$ cat config.mk
export PLATFORM = sky130hd
export DESIGN_NAME = pack_vec_gen
export DESIGN_NICKNAME = d
export VERILOG_FILES = /design/src/rtl/pvg_pkg.sv /design/src/rtl/pvg_setup.sv /design/src/rtl/pvg_step.sv /design/src/rtl/pvg_ctrl.sv /design/src/rtl/pack_vec_gen.sv
export SDC_FILE = /design/constraint.sdc
export NUM_CORES = 1
export LEC_CHECK = 0
export BUFFER_PORTS_ARGS = -buffer_cell sky130_fd_sc_hd__buf_2
export CORE_ASPECT_RATIO = 1.2
export CORE_MARGIN = 2
export CORE_UTILIZATION = 59
export CTS_CLUSTER_SIZE = 30
export DETAILED_ROUTE_END_ITERATION = 12
export PLACE_DENSITY = 0.81
export SETUP_SLACK_MARGIN = 0.15
export SYNTH_ARGS = -nofsm -noshare
export SYNTH_HDL_FRONTEND = slang
export SYNTH_SLANG_ARGS = --single-unit
$ cat constraint.sdc
create_clock -name clk -period 5 [get_ports clk]
set_clock_uncertainty 0.05 [all_clocks]
set_input_delay 0.25 -clock clk [delete_from_list [all_inputs] [get_ports clk]]
set_output_delay 0.25 -clock clk [all_outputs]
set_load 0.05 [all_outputs]
$ cat src/rtl/pvg_pkg.sv
`timescale 1ns/1ps
package pvg_pkg;

    localparam int unsigned LANE_BITS = 8;
    localparam int unsigned SLOT_NUM  = 4;
    localparam int unsigned POS_W     = 5;
    localparam int unsigned LEN_W     = 3;
    localparam int unsigned SLOT_W    = POS_W + 1 + LEN_W + 1;
    localparam int unsigned CFG_W     = 32;

    // one slot descriptor: pos [9:5], order [4], len [3:1], stop [0]
    typedef struct packed {
        logic [POS_W-1:0] pos;
        logic             order;
        logic [LEN_W-1:0] len;
        logic             stop;
    } slot_t;

    typedef enum logic [1:0] {
        PH_IDLE   = 2'd0,
        PH_WALK   = 2'd1,
        PH_FINISH = 2'd2
    } phase_e;

    function automatic int unsigned lanes_for(input int unsigned bits);
        return (bits + LANE_BITS - 1) / LANE_BITS;
    endfunction

    function automatic logic [1:0] gran_of(input int unsigned bits);
        return 2'(bits / 16);
    endfunction

endpackage

$ cat src/rtl/pvg_setup.sv
`timescale 1ns/1ps
module pvg_setup
    import pvg_pkg::*;
#(
    parameter int unsigned MAX_BITS = 32,
    parameter int unsigned BITS_W   = 6,
    parameter int unsigned WORDS_W  = 3,
    parameter int unsigned IDX_W    = 7,
    parameter int unsigned CNT_W    = 3
) (
    input  logic [BITS_W-1:0]  word_bits,
    input  logic [WORDS_W-1:0] words,
    input  logic               msb,
    output logic [CNT_W-1:0]   slot_total,
    output logic               reject,
    output logic [IDX_W-1:0]   pos0
);

    int unsigned total;

    always_comb begin
        total      = lanes_for(32'(word_bits)) * 32'(words);
        reject     = (total == 0) || (total > SLOT_NUM) || (32'(word_bits) > MAX_BITS);
        slot_total = reject ? '0 : CNT_W'(total);
        pos0       = msb ? (IDX_W'(word_bits) - 1'b1) : '0;
    end

endmodule

$ cat src/rtl/pvg_step.sv
`timescale 1ns/1ps
module pvg_step
    import pvg_pkg::*;
#(
    parameter int unsigned BITS_W = 6,
    parameter int unsigned IDX_W  = 7,
    parameter int unsigned SEL_W  = 2
) (
    input  logic [IDX_W-1:0]  cur_pos,
    input  logic [BITS_W-1:0] left,
    input  logic [SEL_W-1:0]  sel,
    input  logic              msb,
    input  logic [BITS_W-1:0] word_bits,
    input  logic [IDX_W-1:0]  pos0,
    input  logic              last,
    output slot_t             slot,
    output logic [IDX_W-1:0]  nxt_pos,
    output logic [BITS_W-1:0] nxt_left
);

    logic              fits;
    logic [BITS_W-1:0] chunk;

    always_comb begin
        fits       = (left <= BITS_W'(LANE_BITS));
        chunk      = fits ? left : BITS_W'(LANE_BITS);
        slot.pos   = cur_pos[POS_W-1:0];
        slot.order = msb;
        slot.len   = LEN_W'(chunk - 1'b1);
        slot.stop  = last;
        if (fits) begin
            // word exhausted: jump to the base of the next word
            nxt_pos  = IDX_W'((32'(sel) + 1) * LANE_BITS) + pos0;
            nxt_left = word_bits;
        end else begin
            nxt_pos  = msb ? (cur_pos - IDX_W'(LANE_BITS)) : (cur_pos + IDX_W'(LANE_BITS));
            nxt_left = left - BITS_W'(LANE_BITS);
        end
    end

endmodule

$ cat src/rtl/pvg_ctrl.sv
`timescale 1ns/1ps
module pvg_ctrl
    import pvg_pkg::*;
#(
    parameter int unsigned CNT_W = 3,
    parameter int unsigned SEL_W = 2
) (
    input  logic             clk,
    input  logic             rst,
    input  logic             start,
    input  logic             reject,
    input  logic [CNT_W-1:0] slot_total,
    output logic             busy,
    output logic             load,
    output logic             walk,
    output logic             last,
    output logic [SEL_W-1:0] sel,
    output logic             commit,
    output logic             done,
    output logic             err
);

    phase_e           ph;
    logic [CNT_W-1:0] total_q;
    logic [SEL_W-1:0] sel_q;
    logic             fail_q;
    logic             done_q;
    logic             err_q;

    assign busy   = (ph != PH_IDLE);
    assign load   = (ph == PH_IDLE) && start;
    assign walk   = (ph == PH_WALK);
    assign last   = walk && (CNT_W'(sel_q) == (total_q - 1'b1));
    assign sel    = sel_q;
    assign commit = (ph == PH_FINISH) && !fail_q;
    assign done   = done_q;
    assign err    = err_q;

    always_ff @(posedge clk) begin
        if (rst) begin
            ph      <= PH_IDLE;
            total_q <= '0;
            sel_q   <= '0;
            fail_q  <= 1'b0;
            done_q  <= 1'b0;
            err_q   <= 1'b0;
        end else begin
            done_q <= 1'b0;
            case (ph)
                PH_IDLE: begin
                    if (start) begin
                        total_q <= slot_total;
                        sel_q   <= '0;
                        fail_q  <= reject;
                        err_q   <= 1'b0;
                        ph      <= reject ? PH_FINISH : PH_WALK;
                    end
                end
                PH_WALK: begin
                    if (last) ph <= PH_FINISH;
                    else      sel_q <= sel_q + 1'b1;
                end
                PH_FINISH: begin
                    done_q <= 1'b1;
                    err_q  <= fail_q;
                    ph     <= PH_IDLE;
                end
                default: ph <= PH_IDLE;
            endcase
        end
    end

    a_r8_done_single: assert property (@(posedge clk) disable iff (rst)
        done |=> !done);

    a_r8_busy_not_done: assert property (@(posedge clk) disable iff (rst)
        busy |-> !done);

    a_r9_walk_advances: assert property (@(posedge clk) disable iff (rst)
        (walk && !last) |=> (walk && (sel == $past(sel) + 1'b1)));

    a_r1_reject_skips_walk: assert property (@(posedge clk) disable iff (rst)
        (load && reject) |=> (busy && !walk));

endmodule

$ cat src/rtl/pack_vec_gen.sv
`timescale 1ns/1ps
module pack_vec_gen
    import pvg_pkg::*;
#(
    parameter int unsigned MAX_BITS = 32,
    parameter int unsigned WORDS_W  = 3,
    localparam int unsigned BITS_W  = $clog2(MAX_BITS + 1),
    localparam int unsigned IDX_W   = BITS_W + 1,
    localparam int unsigned CNT_W   = $clog2(SLOT_NUM + 1),
    localparam int unsigned SEL_W   = $clog2(SLOT_NUM),
    localparam int unsigned HALF    = SLOT_NUM / 2
) (
    input  logic               clk,
    input  logic               rst,
    input  logic               start,
    input  logic [BITS_W-1:0]  word_bits,
    input  logic [WORDS_W-1:0] words_per_entry,
    input  logic               msb_first,
    output logic               busy,
    output logic               done,
    output logic               error,
    output logic [CFG_W-1:0]   cfg_lo,
    output logic [CFG_W-1:0]   cfg_hi,
    output logic [1:0]         gran
);

    logic [CNT_W-1:0]   slot_total;
    logic               reject;
    logic [IDX_W-1:0]   pos0;
    logic               load, walk, last, commit;
    logic [SEL_W-1:0]   sel;

    logic [BITS_W-1:0]  bits_q, left_q, nxt_left;
    logic [WORDS_W-1:0] words_q;
    logic               msb_q;
    logic [IDX_W-1:0]   pos0_q, pos_q, nxt_pos;
    slot_t              slot_now;
    slot_t              slot_q [SLOT_NUM];
    logic [SLOT_NUM*SLOT_W-1:0] flat;

    pvg_setup #(
        .MAX_BITS(MAX_BITS), .BITS_W(BITS_W), .WORDS_W(WORDS_W),
        .IDX_W(IDX_W), .CNT_W(CNT_W)
    ) u_setup (
        .word_bits (word_bits),
        .words     (words_per_entry),
        .msb       (msb_first),
        .slot_total(slot_total),
        .reject    (reject),
        .pos0      (pos0)
    );

    pvg_ctrl #(.CNT_W(CNT_W), .SEL_W(SEL_W)) u_ctrl (
        .clk       (clk),
        .rst       (rst),
        .start     (start),
        .reject    (reject),
        .slot_total(slot_total),
        .busy      (busy),
        .load      (load),
        .walk      (walk),
        .last      (last),
        .sel       (sel),
        .commit    (commit),
        .done      (done),
        .err       (error)
    );

    pvg_step #(.BITS_W(BITS_W), .IDX_W(IDX_W), .SEL_W(SEL_W)) u_step (
        .cur_pos  (pos_q),
        .left     (left_q),
        .sel      (sel),
        .msb      (msb_q),
        .word_bits(bits_q),
        .pos0     (pos0_q),
        .last     (last),
        .slot     (slot_now),
        .nxt_pos  (nxt_pos),
        .nxt_left (nxt_left)
    );

    // captured request and walk cursor
    always_ff @(posedge clk) begin
        if (rst) begin
            bits_q  <= '0;
            words_q <= '0;
            msb_q   <= 1'b0;
            pos0_q  <= '0;
            pos_q   <= '0;
            left_q  <= '0;
        end else if (load) begin
            bits_q  <= word_bits;
            words_q <= words_per_entry;
            msb_q   <= msb_first;
            pos0_q  <= pos0;
            pos_q   <= pos0;
            left_q  <= word_bits;
        end else if (walk) begin
            pos_q  <= nxt_pos;
            left_q <= nxt_left;
        end
    end

    // slot storage, cleared on every accepted start
    for (genvar k = 0; k < SLOT_NUM; k++) begin : g_slot
        always_ff @(posedge clk) begin
            if (rst || load)
                slot_q[k] <= '0;
            else if (walk && (32'(sel) == k))
                slot_q[k] <= slot_now;
        end
        assign flat[k*SLOT_W +: SLOT_W] = slot_q[k];
    end

    // published outputs
    always_ff @(posedge clk) begin
        if (rst) begin
            cfg_lo <= '0;
            cfg_hi <= '0;
            gran   <= '0;
        end else if (commit) begin
            cfg_lo <= CFG_W'(flat[HALF*SLOT_W-1:0]);
            cfg_hi <= CFG_W'(flat[SLOT_NUM*SLOT_W-1:HALF*SLOT_W]);
            if ((words_q != '0) || (32'(bits_q) == 32))
                gran <= gran_of(32'(bits_q));
        end
    end

    a_r1_reject_holds_cfg: assert property (@(posedge clk) disable iff (rst)
        (done && error) |-> ($stable(cfg_lo) && $stable(cfg_hi) && $stable(gran)));

    a_r5_one_stop: assert property (@(posedge clk) disable iff (rst)
        (done && !error) |-> ($countones({cfg_lo[0], cfg_lo[SLOT_W], cfg_hi[0], cfg_hi[SLOT_W]}) == 1));

    a_r3_order_bit: assert property (@(posedge clk) disable iff (rst)
        (done && !error) |-> (cfg_lo[4] == msb_q));

endmodule

==> results.md, run 1 <==
- Cell taking the most area after synthesis: dfxtp_1
- Power Internal: 0.00187 W
- Routability congestion estimate: 0.933
- Slew Viols, Final: 0
- H-tree depth: 4
- # rows: 42
- Num ports: 82
- DR iter-0 viols: 360
- Antenna violations before repair: 0
- Post-Syn Area: 6590 µm²
- DP Wirelength: 11200 µm
- Clk slew on worst S/H paths: 0.05 ns
- Syn Inst Count: 765
- Filler instances: 863
- Starting Density: 0.600
- Peak supply drop: 176 µV
- Power share of the clock group: 0.433
- Power per standard cell area: 342 nW/µm²
- Vias post-DR: 5526
- Largest net degree at the start of global routing: 81
- Library cells used by synthesis: 63
- Post-synth top area share: 0.237
- Final WL: 15100 µm
- Status: finished, final reports clean
- Sw frac: 0.275
- Synth Warn #: 0
- Async set-reset flop share out of synthesis: 0
- Pre-antenna DRT Iters: 5
- Worst Setup End Kind: register
- Dominant synthesized flop cell: dfxtp_1
- Total GRT Usage: 0.259
- Crit path max fanout: 9
- Post-synthesis sequential element count: 118
- Sw Pwr: 0.000711 W
- Layout cells sized above 1: 0.153
- Final ANT Viol Nets: 0
- Clk buf depth: 2
- CP cell instances: buf_2 > ha_1 > xor2_1 > nor3_1 > a21boi_0 > buf_4 > nand2_1 > inv_1 > fa_1 > ha_1 > buf_4 > a21oi_1 > o21ai_0 > a31oi_1 > buf_4 > o221ai_1 > nor3_1 > nor4bb_1 > nand4bb_1 > o21ai_0
- CP max-delay cell: fa_1
- DRC: 0
- Synth area leaders: dfxtp_1 (24%), edfxtp_1 (18%), nand2_1 (9.1%)
- Pwr Total: 0.00258 W
- Hold buffer count at CTS: 0
- Setup bufs post-CTS: 0
- WL/cell: 15.5 µm
- Slowest stage delay, CP: 0.44 ns
- First-pass GRT wire length: 24400 µm
- Combinational Power Share: 0.146
- Later-pin clock latency in the skew report: 0.41 ns
- Gr ovfl total: 0
- Syn-to-layout area delta: 14.7%
- Max Clk Rate: 0.223 GHz
- Crit path time final: 4.48 ns
- Clock Tree Root: clkbuf_16
- Most common cell in the netlist: nand2_1
- Setup Total Neg Slack: 0 ns
- DR vias/cell: 5.66
- Element type at the critical path start: input port
- Core area: 11000 µm²
- Die span in y: 120 µm
- Die area: 12000 µm²
- Num CTS Buffers: 17
- CP arrival: 4.77 ns
- Chip Width: 100 µm
- Register area share after synthesis: 0.419
- Setup-failing EPs final: 0
- Final nets: 887
- Static leakage: 3.26 nW
- Top cells by instance count after synthesis: nand2_1 (159), dfxtp_1 (78), a21oi_1 (75), nor2_1 (53), edfxtp_1 (40)
- Final period utilization: 0.897
- CTS tree: yes
- # clock sinks: 118
- Number of flops mapped to enable cells by yosys: 40
- Final hold violations: 0
- Critical path type: input port to register
- Max cap viols: 0
- CTS resizes: 0
- Flop pwr share: 0.421
- Vias in the first global route: 5346
- Post-Syn Area per Cell: 8.61 µm²
- Slew headroom: 0.406
- RSZ-0062 raised after global routing: false
- ANT cells: 0
- Worst-margin pin slew: 0.889 ns
- Port Buf Inserts: 57
- Req. time, crit path: 5.28 ns
- HP Class: input port to register
- CP dominant cell by count: buf_4
layer usage:
| layer | routed length [µm] | vias to the layer above | track usage |
|---|---|---|---|
| met4 | 411 | 0 | 0.122 |
| met3 | 664 | 36 | 0.0489 |
| met5 | 0 | - | 0 |
| met1 | 6010 | 2617 | 0.289 |
| met2 | 8020 | 172 | 0.468 |
| li1 | - | 2701 | - |
critical path: cells and delay by family:
family          cells  cell delay (ns)
compound gates      6             1.24
xor+xnor            1             0.17
fa+ha+maj           3             1.07
buf+inv             5             0.85
simple gates        5             1.18
sequential cells by signal (all words and copies together), names as in the netlist:
signal / flops
left_q: 6
u_ctrl.done: 1
u_ctrl.fail_q: 1
pos_q: 5
cfg_lo: 20
u_ctrl.sel: 2
msb_q: 1
u_ctrl.total_q: 3
pos0_q: 5
words_q: 3
gran: 2
u_ctrl.err: 1
cfg_hi: 20
bits_q: 6
slot_q: 40
u_ctrl.ph: 2
power groups by stage:
stage	sequential, W	combinational (W)	clock [W]
final	0.00109	0.000377	0.00112
after global routing	0.00109	0.000413	0.00116
after CTS	0.00109	0.000377	0.00112
after detailed placement	0.00110	0.000373	0
after floorplan	0.00114	0.000261	0
after global placement	0.00110	0.000363	0
cell usage in the layout (no fill, tap or decap), types with 9 or more instances in the layout:
cell type | synthesis | final
nor2_1 | 53 | 52
and2_1 | 33 | 33
a211oi_1 | 9 | 9
ha_1 | 30 | 30
xnor2_1 | 13 | 13
edfxtp_1 | 40 | 40
conb_1 | 1 | 24
nand2_1 | 159 | 159
nor3_1 | 19 | 19
nand3_1 | 14 | 14
inv_1 | 38 | 38
a31oi_1 | 10 | 10
dfxtp_1 | 78 | 78
fa_1 | 13 | 13
buf_2 | 2 | 57
a21oi_1 | 75 | 75
o21ai_0 | 22 | 22
buf_4 | 24 | 27
clkbuf_16 | 0 | 19
metrics by stage:
stage | cells | utilization | hold WS [ns] | cell area [µm²] | setup slack (ns)
after CTS | 976 | 0.688 | 0.123 | 7560 | 0.538
after floorplan | 788 | - | 0.336 | 6670 | 0.459
final | 976 | 0.688 | 0.125 | 7560 | 0.517
after global routing | 976 | 0.688 | 0.143 | 7560 | 0.166
after global placement | 944 | 0.637 | 0.385 | 7000 | 0.269
after detailed placement | 944 | 0.637 | 0.396 | 7000 | 0.124
logic make-up after synthesis:
group                      after synthesis  synth area share
muxes                                    8            0.0129
buffers and inverters                   98            0.0722
and+or+nand+nor                        321             0.227
other                                    1          0.000569
adders and majority gates               43            0.0965
DFF                                    118             0.419
xor gates and xnor gates                19            0.0253
AOI/OAI and AO/OA                      157             0.146
cell type report:
class | count | area [µm²] | area share
Inverter | 38 | 143 | 0.0189
Clock inverter | 7 | 41.3 | 0.00546
Multi-Input combinational cell | 572 | 3440 | 0.455
Timing Repair Buffer | 84 | 488 | 0.0646
Sequential cell | 118 | 2760 | 0.366
Clock buffer | 25 | 518 | 0.0686
Tap cell | 132 | 165 | 0.0219
worst paths after layout:
path / startpoint / slack, ns / depth (start not counted) / end
min reg2reg: cfg_hi[11]$_SDFFE_PP0P_ / 0.40 / 2 / cfg_hi[11]$_SDFFE_PP0P_
max: word_bits[3] / 0.52 / 20 / u_ctrl.total_q[1]$_SDFFE_PP0P_
min: words_per_entry[1] / 0.12 / 3 / words_q[1]$_SDFFE_PP0P_
max reg2reg: u_ctrl.ph[0]$_SDFFE_PP0P_ / 2.61 / 5 / slot_q[2][7]$_SDFFCE_PN0P_
No activity file was read; power rests on OpenSTA's default activity.
==> run 2: changes to the inputs <==
--- a/config.mk
+++ b/config.mk
@@ -8,10 +8,10 @@
 export BUFFER_PORTS_ARGS = -buffer_cell sky130_fd_sc_hd__buf_2
 export CORE_ASPECT_RATIO = 1.2
 export CORE_MARGIN = 2
-export CORE_UTILIZATION = 59
+export CORE_UTILIZATION = 53
 export CTS_CLUSTER_SIZE = 30
 export DETAILED_ROUTE_END_ITERATION = 12
-export PLACE_DENSITY = 0.81
+export PLACE_DENSITY = 0.77
 export SETUP_SLACK_MARGIN = 0.15
 export SYNTH_ARGS = -nofsm -noshare
 export SYNTH_HDL_FRONTEND = slang
==> constraint.sdc (replaced) <==
create_clock -name clk -period 4.1 [get_ports clk]
set_clock_uncertainty 0.05 [all_clocks]
set_input_delay 0.205 -clock clk [delete_from_list [all_inputs] [get_ports clk]]
set_output_delay 0.205 -clock clk [all_outputs]
set_load 0.05 [all_outputs]
==> run 2 against run 1 <==
Against the previous run:
- combinational power grew 41%
- setup slack lost 0.46 ns
- die area rose by 11%
- critical path depth down 4
- clock-buffer cell count shrank 7
- worst hold slack lost 0.044 ns
- critical endpoint is now u_ctrl.ph[1]$_SDFFE_PP0P_
- core utilization increased by 1.8 points
- sequential share of layout area fell by 4.3 points
- first-iteration DRC count up 25%
- non-clock buffer count up 70
- highest routed layer unchanged
- wire length up 11%
- design area rose by 13%
==> results.md, run 2 (synthesis gave the netlist of run 1 again) <==
- Static leakage: 3.67 nW
- Gr ovfl total: 0
- Final ANT Viol Nets: 0
- DP Wirelength: 12000 µm
- Hold buffer count at CTS: 0
- Final period utilization: 0.985
- Element type at the critical path start: input port
- Final nets: 957
- Die area: 13300 µm²
- Hold WS: 0.0813 ns
- Pre-antenna DRT Iters: 5
- Slew Viols, Final: 0
- CTS tree: yes
- Sw Pwr: 0.000988 W
- Worst Setup End Kind: register
- Final WL: 16700 µm
- ANT cells: 0
- Total GRT Usage: 0.255
- DRC: 0
- Peak supply drop: 279 µV
- Status: finished, final reports clean
- DR vias/cell: 5.40
- Largest register FFs: 40
- Crit path max fanout: 5
- Power per standard cell area: 391 nW/µm²
- H-tree depth: 4
- Pre-CTS WS: -0.318 ns
- Power Internal: 0.00235 W
- Clk buf depth: 2
- # clock sinks: 118
- Layout cells sized above 1: 0.284
- First-pass GRT wire length: 27000 µm
- Combinational Power Share: 0.160
- Routability congestion estimate: 0.946
- Later-pin clock latency in the skew report: 0.42 ns
- # rows: 44
- CP cell instances: buf_4 > ha_4 > xor2_4 > buf_4 > xnor2_2 > and2_4 > fa_1 > ha_2 > inv_1 > fa_2 > nand4b_1 > a2111o_1 > or4_4 > or4_4 > nor4_4 > o32ai_2
- CP arrival: 4.25 ns
- CP max-delay cell: or4_4
- Placed cells: 1032
- Clk slew on worst S/H paths: 0.06 ns
- Die span in y: 126 µm
- WL/cell: 15.6 µm
- Final hold violations: 0
- Syn-to-layout area delta: 29.8%
- Sw frac: 0.296
- Chip Width: 106 µm
- Vias post-DR: 5801
- DR iter-0 viols: 451
- Slew headroom: 0.392
- Core area: 12100 µm²
- Num ports: 82
- Critical path type: input port to register
- Max cap viols: 0
- Fin cells: 1075
- Clock Tree Root: clkbuf_16
- Power share of the clock group: 0.444
- Crit path max-delay family: simple AND/OR/NAND/NOR gates
- Pwr Total: 0.00334 W
- Max Clk Rate: 0.248 GHz
- Crit path time final: 4.04 ns
- Largest reg by FF count: slot_q
- Commonest non-fill, non-tap cell in the layout: nand2_1
- Setup-failing EPs final: 0
- Worst-margin pin slew: 0.910 ns
- Regs by FF count: slot_q (40), cfg_hi (20), cfg_lo (20)
- Slowest stage delay, CP: 0.55 ns
- Most frequent cells in the layout: nand2_1 (155), buf_4 (98), dfxtp_1 (78)
- Antenna violations before repair: 0
- Setup Total Neg Slack: 0 ns
- Num CTS Buffers: 17
- Post-route setup slack: 0.0614 ns
- Req. time, crit path: 4.31 ns
- Flop pwr share: 0.397
- Starting Density: 0.544
- WP buf/inv: 3
- Vias in the first global route: 5724
- RSZ-0062 raised after global routing: true
- Port Buf Inserts: 57
- Largest net degree at the start of global routing: 80
- HP Class: input port to register
[run 2: stage by stage]
step                 util  cell area (µm²)
global route        0.706             8550
finish              0.706             8550
global placement    0.630             7630
detailed placement  0.630             7630
CTS                 0.681             8250
floorplan               -             6850
[run 2: worst register-to-register path, cell delays in order, from the launching register on]
cell and delay (ns):
dfxtp_1 0.36, nor2_1 0.10, and2_1 0.16, buf_4 0.21, nor2_1 0.65, nand2_1 0.50
[run 2: what timing repair did]
| item | CTS | global route |
|---|---|---|
| endpoints found under the setup margin | 5 | 6 |
| pin swaps | 2 | 23 |
| buffers inserted | 1 | 10 |
| resized for setup | 2 | 56 |
[run 2: metal layers]
layer	vias up	part of all wire	global-route usage
met3	43	0.040	0.0383
met1	2746	0.40	0.298
li1	2839	-	-
met4	0	0.035	0.131
met5	-	0	0
met2	173	0.53	0.451
[run 2: power groups by stage]
| stage | Sequential (W) | Combinational, W | Clock, W |
|---|---|---|---|
| after floorplan | 0.00139 | 0.000330 | 0 |
| after global placement | 0.00134 | 0.000475 | 0 |
| after detailed placement | 0.00135 | 0.000491 | 0 |
| after CTS | 0.00132 | 0.000498 | 0.00149 |
| after global routing | 0.00133 | 0.000577 | 0.00156 |
| final | 0.00132 | 0.000533 | 0.00148 |
[run 2: worst paths after layout]
kind / start / endpoint / slack, ns / cells past startpoint
max: word_bits[3] / u_ctrl.ph[1]$_SDFFE_PP0P_ / 0.06 / 16
min: words_per_entry[2] / words_q[2]$_SDFFE_PP0P_ / 0.08 / 3
max reg2reg: u_ctrl.ph[1]$_SDFFE_PP0P_ / slot_q[2][5]$_SDFFCE_PN0P_ / 1.69 / 5
min reg2reg: cfg_hi[1]$_SDFFE_PP0P_ / cfg_hi[1]$_SDFFE_PP0P_ / 0.40 / 2
[run 2: area by class of cell]
cell class | count | area [µm²]
tap | 161 | 201
fill | 906 | 3560
clock buffer | 18 | 450
multi-input combinational | 572 | 3780
inverter | 38 | 158
timing repair buffer | 154 | 1040
sequential | 118 | 2760
clock inverter | 14 | 151
==> run 3: changes to the inputs <==
--- a/config.mk
+++ b/config.mk
@@ -12,7 +12,7 @@
 export CTS_CLUSTER_SIZE = 30
 export DETAILED_ROUTE_END_ITERATION = 12
 export PLACE_DENSITY = 0.77
-export SETUP_SLACK_MARGIN = 0.15
+export SETUP_SLACK_MARGIN = 0.4
 export SYNTH_ARGS = -nofsm -noshare
 export SYNTH_HDL_FRONTEND = slang
 export SYNTH_SLANG_ARGS = --single-unit
==> run 3 against run 2 <==
Against the previous run:
- clock-buffer cell count stayed put
- non-clock buffer count rose by 2
- critical path depth is 3 higher
- clock power about the same
- worst hold slack gained 0.012 ns
- first-iteration DRC count decreased by 18%
- core utilization up 1.2 points
- sequential power about the same
- final cell count is 0.19% higher
- flip-flop and latch count did not move
- die area unchanged
- critical path type unchanged
- critical endpoint is now u_ctrl.fail_q$_SDFFE_PP0P_
- largest power group unchanged
==> results.md, run 3 (synthesis gave the netlist of run 1 again) <==
- Max cap viols: 0
- Placed cells: 1028
- First-pass GRT wire length: 27900 µm
- DP Wirelength: 12600 µm
- Worst Setup End Kind: register
- Largest net degree at the start of global routing: 80
- Port Buf Inserts: 57
- Die span in y: 126 µm
- Static leakage: 3.66 nW
- Clock Tree Root: clkbuf_16
- Final nets: 959
- Req. time, crit path: 4.29 ns
- Vias post-DR: 5921
- Fin cells: 1077
- Hold WS: 0.0937 ns
- Setup crit start: word_bits[3]
- Final ANT Viol Nets: 0
- Die area: 13300 µm²
- Clk slew on worst S/H paths: 0.06 ns
- Power per standard cell area: 381 nW/µm²
- Element type at the critical path start: input port
- Worst-margin pin slew: 1.20 ns
- Regs by FF count: slot_q (40), cfg_hi (20), cfg_lo (20)
- Slew Viols, Final: 0
- Slew headroom: 0.202
- HP Class: input port to register
- Largest reg by FF count: slot_q
- Total GRT Usage: 0.263
- Final hold violations: 0
- Commonest non-fill, non-tap cell in the layout: nand2_1
- CTS tree: yes
- Peak supply drop: 272 µV
- RSZ-0062 raised after global routing: true
- Num CTS Buffers: 17
- HP Start: words_per_entry[0]
- Vias in the first global route: 5963
- WL/cell: 16.0 µm
- Gr ovfl total: 0
- DR iter-0 viols: 368
- Crit path max fanout: 4
- RR Startpoint: u_ctrl.ph[1]$_SDFFE_PP0P_
- Starting Density: 0.544
- Setup Total Neg Slack: 0 ns
- DRC: 0
- Core area: 12100 µm²
- Final WL: 17200 µm
- # rows: 44
- Setup-failing EPs final: 0
- Pre-antenna DRT Iters: 6
- Clk buf depth: 2
- Num ports: 82
- Antenna violations before repair: 0
- Status: finished, final reports clean
- # clock sinks: 118
- Largest register FFs: 40
- Hold buffer count at CTS: 0
- Most frequent cells in the layout: nand2_1 (154), buf_4 (91), dfxtp_1 (78)
- Syn-to-layout area delta: 32.0%
- Chip Width: 106 µm
- Critical path type: input port to register
- H-tree depth: 4
- ANT cells: 0
- CP arrival: 4.22 ns
- Later-pin clock latency in the skew report: 0.41 ns
- Routability congestion estimate: 0.886
- Crit path time final: 4.02 ns
- Pre-CTS WS: -0.371 ns
- Pwr Total: 0.00332 W
- Max Clk Rate: 0.249 GHz
- Post-route setup slack: 0.0767 ns
- Final period utilization: 0.981
- DR vias/cell: 5.50
- Layout cells sized above 1: 0.298
==> run 3: cell count changes in the layout (fill, tap and decap cells not counted), sizes merged <==
cell	previous run	this run
clkinvlp	0	1
inv	47	46
buf	154	156
==> run 3: critical path: stages <==
cell,delay [ns]
buf_8,0.10
buf_6,0.11
ha_4,0.22
nor3_4,0.27
ha_4,0.26
nand2b_4,0.14
fa_1,0.55
inv_2,0.05
ha_4,0.22
nor2b_4,0.12
o31a_1,0.26
buf_6,0.14
buf_6,0.12
a211oi_2,0.14
o311a_1,0.23
a211oi_2,0.08
or4_4,0.56
nor4_4,0.30
a211oi_1,0.13
==> run 3: worst paths after layout <==
kind | slack (ns) | cells past startpoint | to
hold reg to reg | 0.40 | 2 | u_ctrl.total_q[1]$_SDFFE_PP0P_
setup / recovery | 0.08 | 19 | u_ctrl.fail_q$_SDFFE_PP0P_
hold / removal | 0.09 | 3 | words_q[0]$_SDFFE_PP0P_
setup reg to reg | 1.39 | 4 | slot_q[0][3]$_SDFFCE_PN0P_
==> run 3: repair_timing <==
action / in CTS / in global routing
setup endpoints to repair: 6 / 6
gates resized for setup: 54 / 28
setup buffers: 11 / 6
pin swaps: 37 / 18
==> run 3: power by group <==
part / switching (W) / internal, W
Clock: 0.000568 / 0.000886
Combinational: 0.000363 / 0.000175
Sequential: 0.0000428 / 0.00128
Total: 0.000973 / 0.00234
==> run 3: layout make-up <==
| type | count | area (µm²) |
|---|---|---|
| Timing Repair Buffer | 156 | 1100 |
| Multi-Input combinational cell | 572 | 3890 |
| Inverter | 38 | 158 |
| Fill cell | 899 | 3410 |
| Clock inverter | 14 | 136 |
| Tap cell | 161 | 201 |
| Sequential cell | 118 | 2760 |
| Clock buffer | 18 | 450 |
==> run 3: metal layers <==
layer / share of wire / track usage
met1: 0.40 / 0.292
met5: 0 / 0
met2: 0.53 / 0.484
met3: 0.032 / 0.0507
met4: 0.035 / 0.117
==> run 3: stage by stage <==
| step | utilization | area (µm²) |
|---|---|---|
| global placement | 0.628 | 7610 |
| CTS | 0.705 | 8530 |
| floorplan | - | 6860 |
| global route | 0.718 | 8700 |
| detailed placement | 0.628 | 7610 |
| finish | 0.718 | 8700 |
